### src/rtl/dacif_pkg.sv
package dacif_pkg;
  // number of converter channels served by one instance
  localparam int NUM_CH = 2;

  typedef enum logic {
    CH_A = 1'b0,
    CH_B = 1'b1
  } chan_e;

  // per-channel byte write enables produced by the decoder
  typedef struct packed {
    logic hi;
    logic lo;
  } byte_we_t;
endpackage

### src/rtl/dacif_decode.sv
module dacif_decode
  import dacif_pkg::*;
#(
  parameter int N_CH = NUM_CH
) (
  input  logic                   wr_n,
  input  logic                   chan_sel,
  input  logic                   hi_sel,
  output byte_we_t [N_CH-1:0]    we
);
  // one write strobe to at most one byte part of one channel
  for (genvar c = 0; c < N_CH; c++) begin : g_dec
    logic hit;
    assign hit      = !wr_n && (chan_sel == c[0]);
    assign we[c].lo = hit && !hi_sel;
    assign we[c].hi = hit &&  hi_sel;
  end
endmodule

### src/rtl/dacif_slice.sv
module dacif_slice #(
  parameter int W = 8
) (
  input  logic         clk,
  input  logic         clr,
  input  logic         we,
  input  logic [W-1:0] d,
  output logic [W-1:0] q,
  output logic [W-1:0] q_next
);
  // value the slice takes at the coming edge, offered to the load path
  always_comb begin
    if (clr)     q_next = '0;
    else if (we) q_next = d;
    else         q_next = q;
  end

  always_ff @(posedge clk) begin
    q <= q_next;
  end
endmodule

### src/rtl/dacif_chan.sv
module dacif_chan
  import dacif_pkg::*;
#(
  parameter int DATA_W = 8,
  parameter int CODE_W = 12
) (
  input  logic              clk,
  input  logic              clr,
  input  byte_we_t          we,
  input  logic              ld,
  input  logic [DATA_W-1:0] bus_data,
  output logic [CODE_W-1:0] stage_word,
  output logic [CODE_W-1:0] code
);
  localparam int HI_W = CODE_W - DATA_W;

  logic [DATA_W-1:0] lo_q, lo_n;
  logic [HI_W-1:0]   hi_q, hi_n;

  dacif_slice #(.W(DATA_W)) u_lo (
    .clk   (clk),
    .clr   (clr),
    .we    (we.lo),
    .d     (bus_data),
    .q     (lo_q),
    .q_next(lo_n)
  );

  // only the low HI_W bits of the bus reach the upper part
  dacif_slice #(.W(HI_W)) u_hi (
    .clk   (clk),
    .clr   (clr),
    .we    (we.hi),
    .d     (bus_data[HI_W-1:0]),
    .q     (hi_q),
    .q_next(hi_n)
  );

  assign stage_word = {hi_q, lo_q};

  // output rank reads the next-state staging word (latch transparency)
  always_ff @(posedge clk) begin
    if (clr)     code <= '0;
    else if (ld) code <= {hi_n, lo_n};
  end
endmodule

### src/rtl/dacif_dual.sv
module dacif_dual
  import dacif_pkg::*;
#(
  parameter int DATA_W = 8,
  parameter int CODE_W = 12
) (
  input  logic              clk,
  input  logic              clr_n,
  input  logic [DATA_W-1:0] bus_data,
  input  logic              chan_sel,
  input  logic              wr_n,
  input  logic              hi_sel,
  input  logic              ld_n,
  output logic [CODE_W-1:0] code_a,
  output logic [CODE_W-1:0] code_b
);
  logic clr, ld;
  byte_we_t [NUM_CH-1:0] we;
  logic [NUM_CH-1:0][CODE_W-1:0] stage_vec;
  logic [NUM_CH-1:0][CODE_W-1:0] code_vec;
  logic [CODE_W-1:0] stage_a, stage_b;

  assign clr = !clr_n;
  assign ld  = !ld_n;

  dacif_decode #(.N_CH(NUM_CH)) u_dec (
    .wr_n    (wr_n),
    .chan_sel(chan_sel),
    .hi_sel  (hi_sel),
    .we      (we)
  );

  for (genvar c = 0; c < NUM_CH; c++) begin : g_ch
    dacif_chan #(.DATA_W(DATA_W), .CODE_W(CODE_W)) u_ch (
      .clk       (clk),
      .clr       (clr),
      .we        (we[c]),
      .ld        (ld),
      .bus_data  (bus_data),
      .stage_word(stage_vec[c]),
      .code      (code_vec[c])
    );
  end

  assign code_a  = code_vec[CH_A];
  assign code_b  = code_vec[CH_B];
  assign stage_a = stage_vec[CH_A];
  assign stage_b = stage_vec[CH_B];
endmodule

### config.mk
export PLATFORM = sky130hd
export DESIGN_NAME = dacif_dual
export DESIGN_NICKNAME = d
export VERILOG_FILES = /design/src/rtl/dacif_pkg.sv /design/src/rtl/dacif_decode.sv /design/src/rtl/dacif_slice.sv /design/src/rtl/dacif_chan.sv /design/src/rtl/dacif_dual.sv
export SDC_FILE = /design/constraint.sdc
export NUM_CORES = 1
export LEC_CHECK = 0
export ABC_AREA = 1
export BUFFER_PORTS_ARGS = -buffer_cell sky130_fd_sc_hd__buf_2
export CAP_MARGIN = 20
export CELL_PAD_IN_SITES_DETAIL_PLACEMENT = 1
export CELL_PAD_IN_SITES_GLOBAL_PLACEMENT = 1
export CORE_MARGIN = 4
export CORE_UTILIZATION = 37
export CTS_BUF_LIST = sky130_fd_sc_hd__clkbuf_4
export DETAILED_ROUTE_END_ITERATION = 12
export GPL_TIMING_DRIVEN = 0
export PLACE_DENSITY_LB_ADDON = 0.12
export REMOVE_ABC_BUFFERS = 1
export SLEW_MARGIN = 20
export SYNTH_ARGS = -nofsm -noshare
export SYNTH_HDL_FRONTEND = slang
export SYNTH_SLANG_ARGS = --single-unit
### constraint.sdc
create_clock -name clk -period 0.8 [get_ports clk]
set_input_delay 0.12 -clock clk [delete_from_list [all_inputs] [get_ports clk]]
set_output_delay 0.12 -clock clk [all_outputs]
set_load 0.02 [all_outputs]
-- Word level (Yosys, flattened, before mapping)
Index checks and enable logic that the tools add are counted.
- muxes and demuxes: 8
- bitwise gates (word level): 1
- reduce and logical (&&, ||, !) cells: 8
- operator list (cell ; count):
    $mux 8 ; 4
    $mux 4 ; 4
    $logic_and 1x1->1 ; 6
    $logic_not 1->1 ; 2
    $not 1->1 ; 1
- flip-flop bits (word level): 48
- input bits: 14
- output and inout bits: 24
- logic and storage cells: 23

-- Depth between registers and ports, before layout
- word-level depth: 5
- mapped depth: 6
- gate-level depth less buffers: 5

-- By module
Synthesis repeated with hierarchy kept, for this count alone.
- cells, all modules: 317
- area, all modules: 2063.2 um^2
- by module, submodules not included (module ; times used ; cells each ; area each (um^2) ; sequential area each (um^2)):
    dacif_chan ; 2 ; 76 ; 496.7 ; 240.2
    dacif_slice (g_ch[0].u_ch.u_lo ...) ; 2 ; 51 ; 341.6 ; 160.2
    dacif_slice (g_ch[0].u_ch.u_hi ...) ; 2 ; 26 ; 172.7 ; 80.1
    dacif_decode ; 1 ; 9 ; 33.8 ; 0.0
    dacif_dual ; 1 ; 2 ; 7.5 ; 0.0

-- Worst setup path after synthesis
OpenSTA, ideal clock, no wires.
- kind: input to register
- start point: input port ld_n
- end point: register g_ch[0].u_ch.code[10]
- library setup time: 0.120 ns
- data arrival time: 0.685 ns
- data required time: 0.680 ns
- slack: -0.005 ns
- stages on the path: 4
- path buffers: 2
- cells stage by stage: inv_1 > clkbuf_1 > buf_2 > a21oi_1
- RTL lines (what ; RTL line ; text):
    start, declared ; dacif_dual.sv:13 ; input logic ld_n,
    end signal, assigned ; dacif_chan.sv:44 ; else if (ld) code <= {hi_n, lo_n};
    end, declared ; dacif_chan.sv:13 ; output logic [CODE_W-1:0] code
No word-level cell between the ends.

-- Final worst setup path
- start point: register g_ch[1].u_ch.code[0]
- end point: output port code_b[0]
- RTL lines (what ; RTL line ; text):
    start, declared ; dacif_chan.sv:13 ;
    start signal, assigned ; dacif_chan.sv:44 ;
    end, declared ; dacif_dual.sv:15 ; output logic [CODE_W-1:0] code_b
No word-level cell between the ends.

==> run_results.csv <==
group,metric,value,unit
yosys,ys_types,17,
grt,grt_antenna_before_repair,0,
run_status,violations,"setup timing",
detailed_routing,dr.pass1.iters,4,
grt,globalRouteTotalUtil,0.152,
detailed_routing,total_detailed_routing_wirelength,4.52,mm
finish,nets,296,
sta,grt_setup_unrepaired,"yes",
finish,insertedDiodeCount,0,
cts,number_of_buffers_inserted_by_hold_repair_at_cts,0,
sta,layout_worst_path_cycle_share,1.21,
pwr,report.power.total,4.47,mW
grt,grt_pass1_wl,7.62,mm
run_status,result_of_the_run,"complete, but fails checks",
cts,clk_latency,0.36,ns
min_path,worst_hold_path_type,"input port to flip-flop",
pwr,power_switching,1.27,mW
finish,syn_to_final_growth,29.5,%
sta,worst-slew-pin-transition,0.543,ns
place,port_buffers,37,
floorplan,initial_core_util,0.394,
critical_path,critPathMaxStageDelay,0.37,ns
pwr,power.density_cell_area,1800,nW/um2
pwr,proportion_of_power_drawn_by_flip_flops_and_latches,0.583,
critical_path,critPathTopFamily,"flip-flops",
detailed_routing,detailroute.via_count,1650,
yosys,syn-cell-area,1920,um2
detailed_routing,antenna_violating_nets_post_route,0,
sta,report.final.hold_viol_count,0,
sta,finalCriticalPeriod,0.968,ns
sta,timing.final.ws_setup,-0.168,ns
place,numPlacedInstances,338,
cts,cts_root_buf,"clkbuf_4",
pwr,pwr-share-comb,0.169,
cts,cts.htree.levels,2,
detailed_routing,drt-vias-per-instance,4.73,
critical_path,cpMaxStageDelayCell,"dfxtp_2",
critical_path,cp_data_arrival_time,0.85,ns
cts,max-clock-path-buffers,2,
detailed_routing,detail_route.iter0.violations,76,
place,detailedPlacementHpwl,2.83,mm
grt,pin_count_of_the_biggest_net_entering_global_routing,49,
yosys,syn_inst,248,
pwr,clock_power_share,0.248,
grt,globalRoute.totalOverflow,0,
floorplan,die_h,80.1,um
cts,clock_sinks,48,
grt,first_global_vias,1674,
detailed_routing,route.detailed.drc,0,
place,gp_congestion,0.695,
yosys,synth.avg_cell_area,7.75,um2
yosys,synth_largest_type_area_fraction,0.500,
yosys,synth-seq-cells,48,
yosys,synth_warnings,0,
critical_path,sum_of_buffers_and_inverters_on_the_critical_path,1,
floorplan,full_die_area,6420,um2
critical_path,kind_of_launch_point_of_the_worst_setup_path,"flip-flop",
detailed_routing,routed_wire_length_per_instance,13.0,um
sta,worst_slew_margin_rel,0.638,
pwr,leakagePower,1.25,nW
floorplan,boundaryPins,38,
floorplan,placeable_core_region,4880,um2
floorplan,core.rowCount,25,
critical_path,worst-path-max-fanout,2,
yosys,synth-seq-area-share,0.500,
sta,report.final.setup_viol,24,
job,maxCapViolations,0,
cts,clkTransAtPathRegs,0.13,ns
yosys,synth_top_cell_by_area,"dfxtp_1",
cts,cts-buffers-inserted,5,
critical_path,critical_path.endpoint_type,"primary output",
critical_path,required,0.68,ns
sta,fmaxAchievable,1030,MHz
pwr,vdd_drop_max,884,uV
sta,slew_viol_final,0,
yosys,synth.area.top_cells,"dfxtp_1, inv_1, nand3_1",
critical_path,worstPathCellList,"buf_6",
pwr,p_int,3.20,mW
critical_path,worstSetupPathType,"flip-flop to primary output",
finish,number_of_standard_cells_in_the_layout_taps_in_and_fillers_out,349,
sta,fin_worst_skew,0.00458,ns
cts,cts_tree,"yes",
pwr,sw_frac_of_total,0.284,
floorplan,die_x,80.1,um
finish,drive_above_1_share,0.426,
==> cells in the final DEF, fill, tap and decap left out <==
cell type	n
a21oi_1	11
a21oi_2	13
nand2_1	24
clkinv_2	1
nand2_2	2
buf_6	24
nand3_1	33
dfxtp_2	31
buf_4	5
nand3_4	1
nor2_4	2
inv_6	1
clkbuf_4	6
o21ai_1	1
buf_2	12
o21ai_0	23
inv_1	53
nand3_2	16
inv_4	1
inv_2	5
dfxtp_1	17
==> cells by family (layout without fill, tap and decap cells) <==
| family | after synthesis | after routing | synth area share |
|---|---|---|---|
| AOI/OAI and AO/OA | 48 | 48 | 0.129 |
| and+or+nand+nor | 78 | 78 | 0.210 |
| buffers and inverters | 74 | 108 | 0.162 |
| DFF | 48 | 48 | 0.500 |
==> worst paths after layout <==
path	start	end	slack, ns	cells past startpoint
worst min-delay path	bus_data[5]	g_ch[1].u_ch.u_lo.q[5]$_DFF_P_	0.12	5
worst max register to register	g_ch[0].u_ch.u_lo.q[0]$_DFF_P_	g_ch[0].u_ch.code[0]$_SDFFE_PN0N_	0.05	4
worst max-delay path	g_ch[1].u_ch.code[0]$_SDFFE_PN0N_	code_b[0]	-0.17	1
worst min register to register	g_ch[1].u_ch.code[9]$_SDFFE_PN0N_	g_ch[1].u_ch.code[9]$_SDFFE_PN0N_	0.54	2
==> worst reg2reg max path, cell delays in order (launching register included) <==
cell     delay, ns
dfxtp_2       0.35
inv_1         0.03
nand2_1       0.07
nand3_2       0.09
a21oi_2       0.16
==> area by class of cell <==
type	count	area [um2]
Tap cell	67	83.8
Clock inverter	1	5.00
Multi-Input combinational cell	126	757
Clock buffer	6	45.0
Fill cell	624	2390
Inverter	60	233
Timing Repair Buffer	41	368
Sequential cell	48	1000
==> Yosys cell counts <==
library cell	count
inv_1	58
buf_4	1
a21oi_1	22
clkbuf_1	4
nand2_2	1
dfxtp_1	48
nand3_1	43
a21oi_2	2
inv_2	2
o21ai_0	23
nand2_1	25
nor2_4	1
buf_6	3
nand3_2	7
nor2_2	1
o21ai_1	1
buf_2	6
==> registers in the layout, indices dropped and copies added, names as in the netlist <==
name,cells
g_ch.u_ch.code,24
g_ch.u_ch.u_hi.q,8
g_ch.u_ch.u_lo.q,16
==> power by group through the flow <==
stage | registers, mW | logic [mW] | clock network [mW]
6_report | 2.61 | 0.757 | 1.11
2_1_floorplan | 2.71 | 0.282 | 0
3_3_place_gp | 2.62 | 0.593 | 0
3_5_place_dp | 2.63 | 0.605 | 0
5_1_grt | 2.63 | 0.836 | 1.29
4_1_cts | 2.61 | 0.713 | 1.16
==> metal layers <==
layer / track usage / vias to the layer above / share of wire
met3: 0.0392 / 6 / 0.031
met4: 0.0557 / 0 / 0.015
li1: - / 842 / -
met1: 0.190 / 779 / 0.47
met2: 0.249 / 23 / 0.49
met5: 0 / - / 0
==> stage by stage <==
step           setup slack (ns)  hold slack, ns  utilization  setup TNS, ns  instance area [um2]
2_1_floorplan            -0.335           0.252            -          -7.03                 1840
3_3_place_gp             -0.790           0.494        0.432         -26.41                 2110
3_5_place_dp             -0.496           0.503        0.432         -19.82                 2110
4_1_cts                  -0.182           0.111        0.487          -3.97                 2380
5_1_grt                  -0.214           0.136        0.511          -4.82                 2490
6_report                 -0.168           0.120        0.511          -3.52                 2490
==> timing repair <==
action,CTS,global route
pin swaps,1,11
resized for setup,75,37
cloned,0,0
endpoints found under the setup margin,52,47
buffers inserted,4,0
Note: power is estimated with default switching activity, not from simulation.
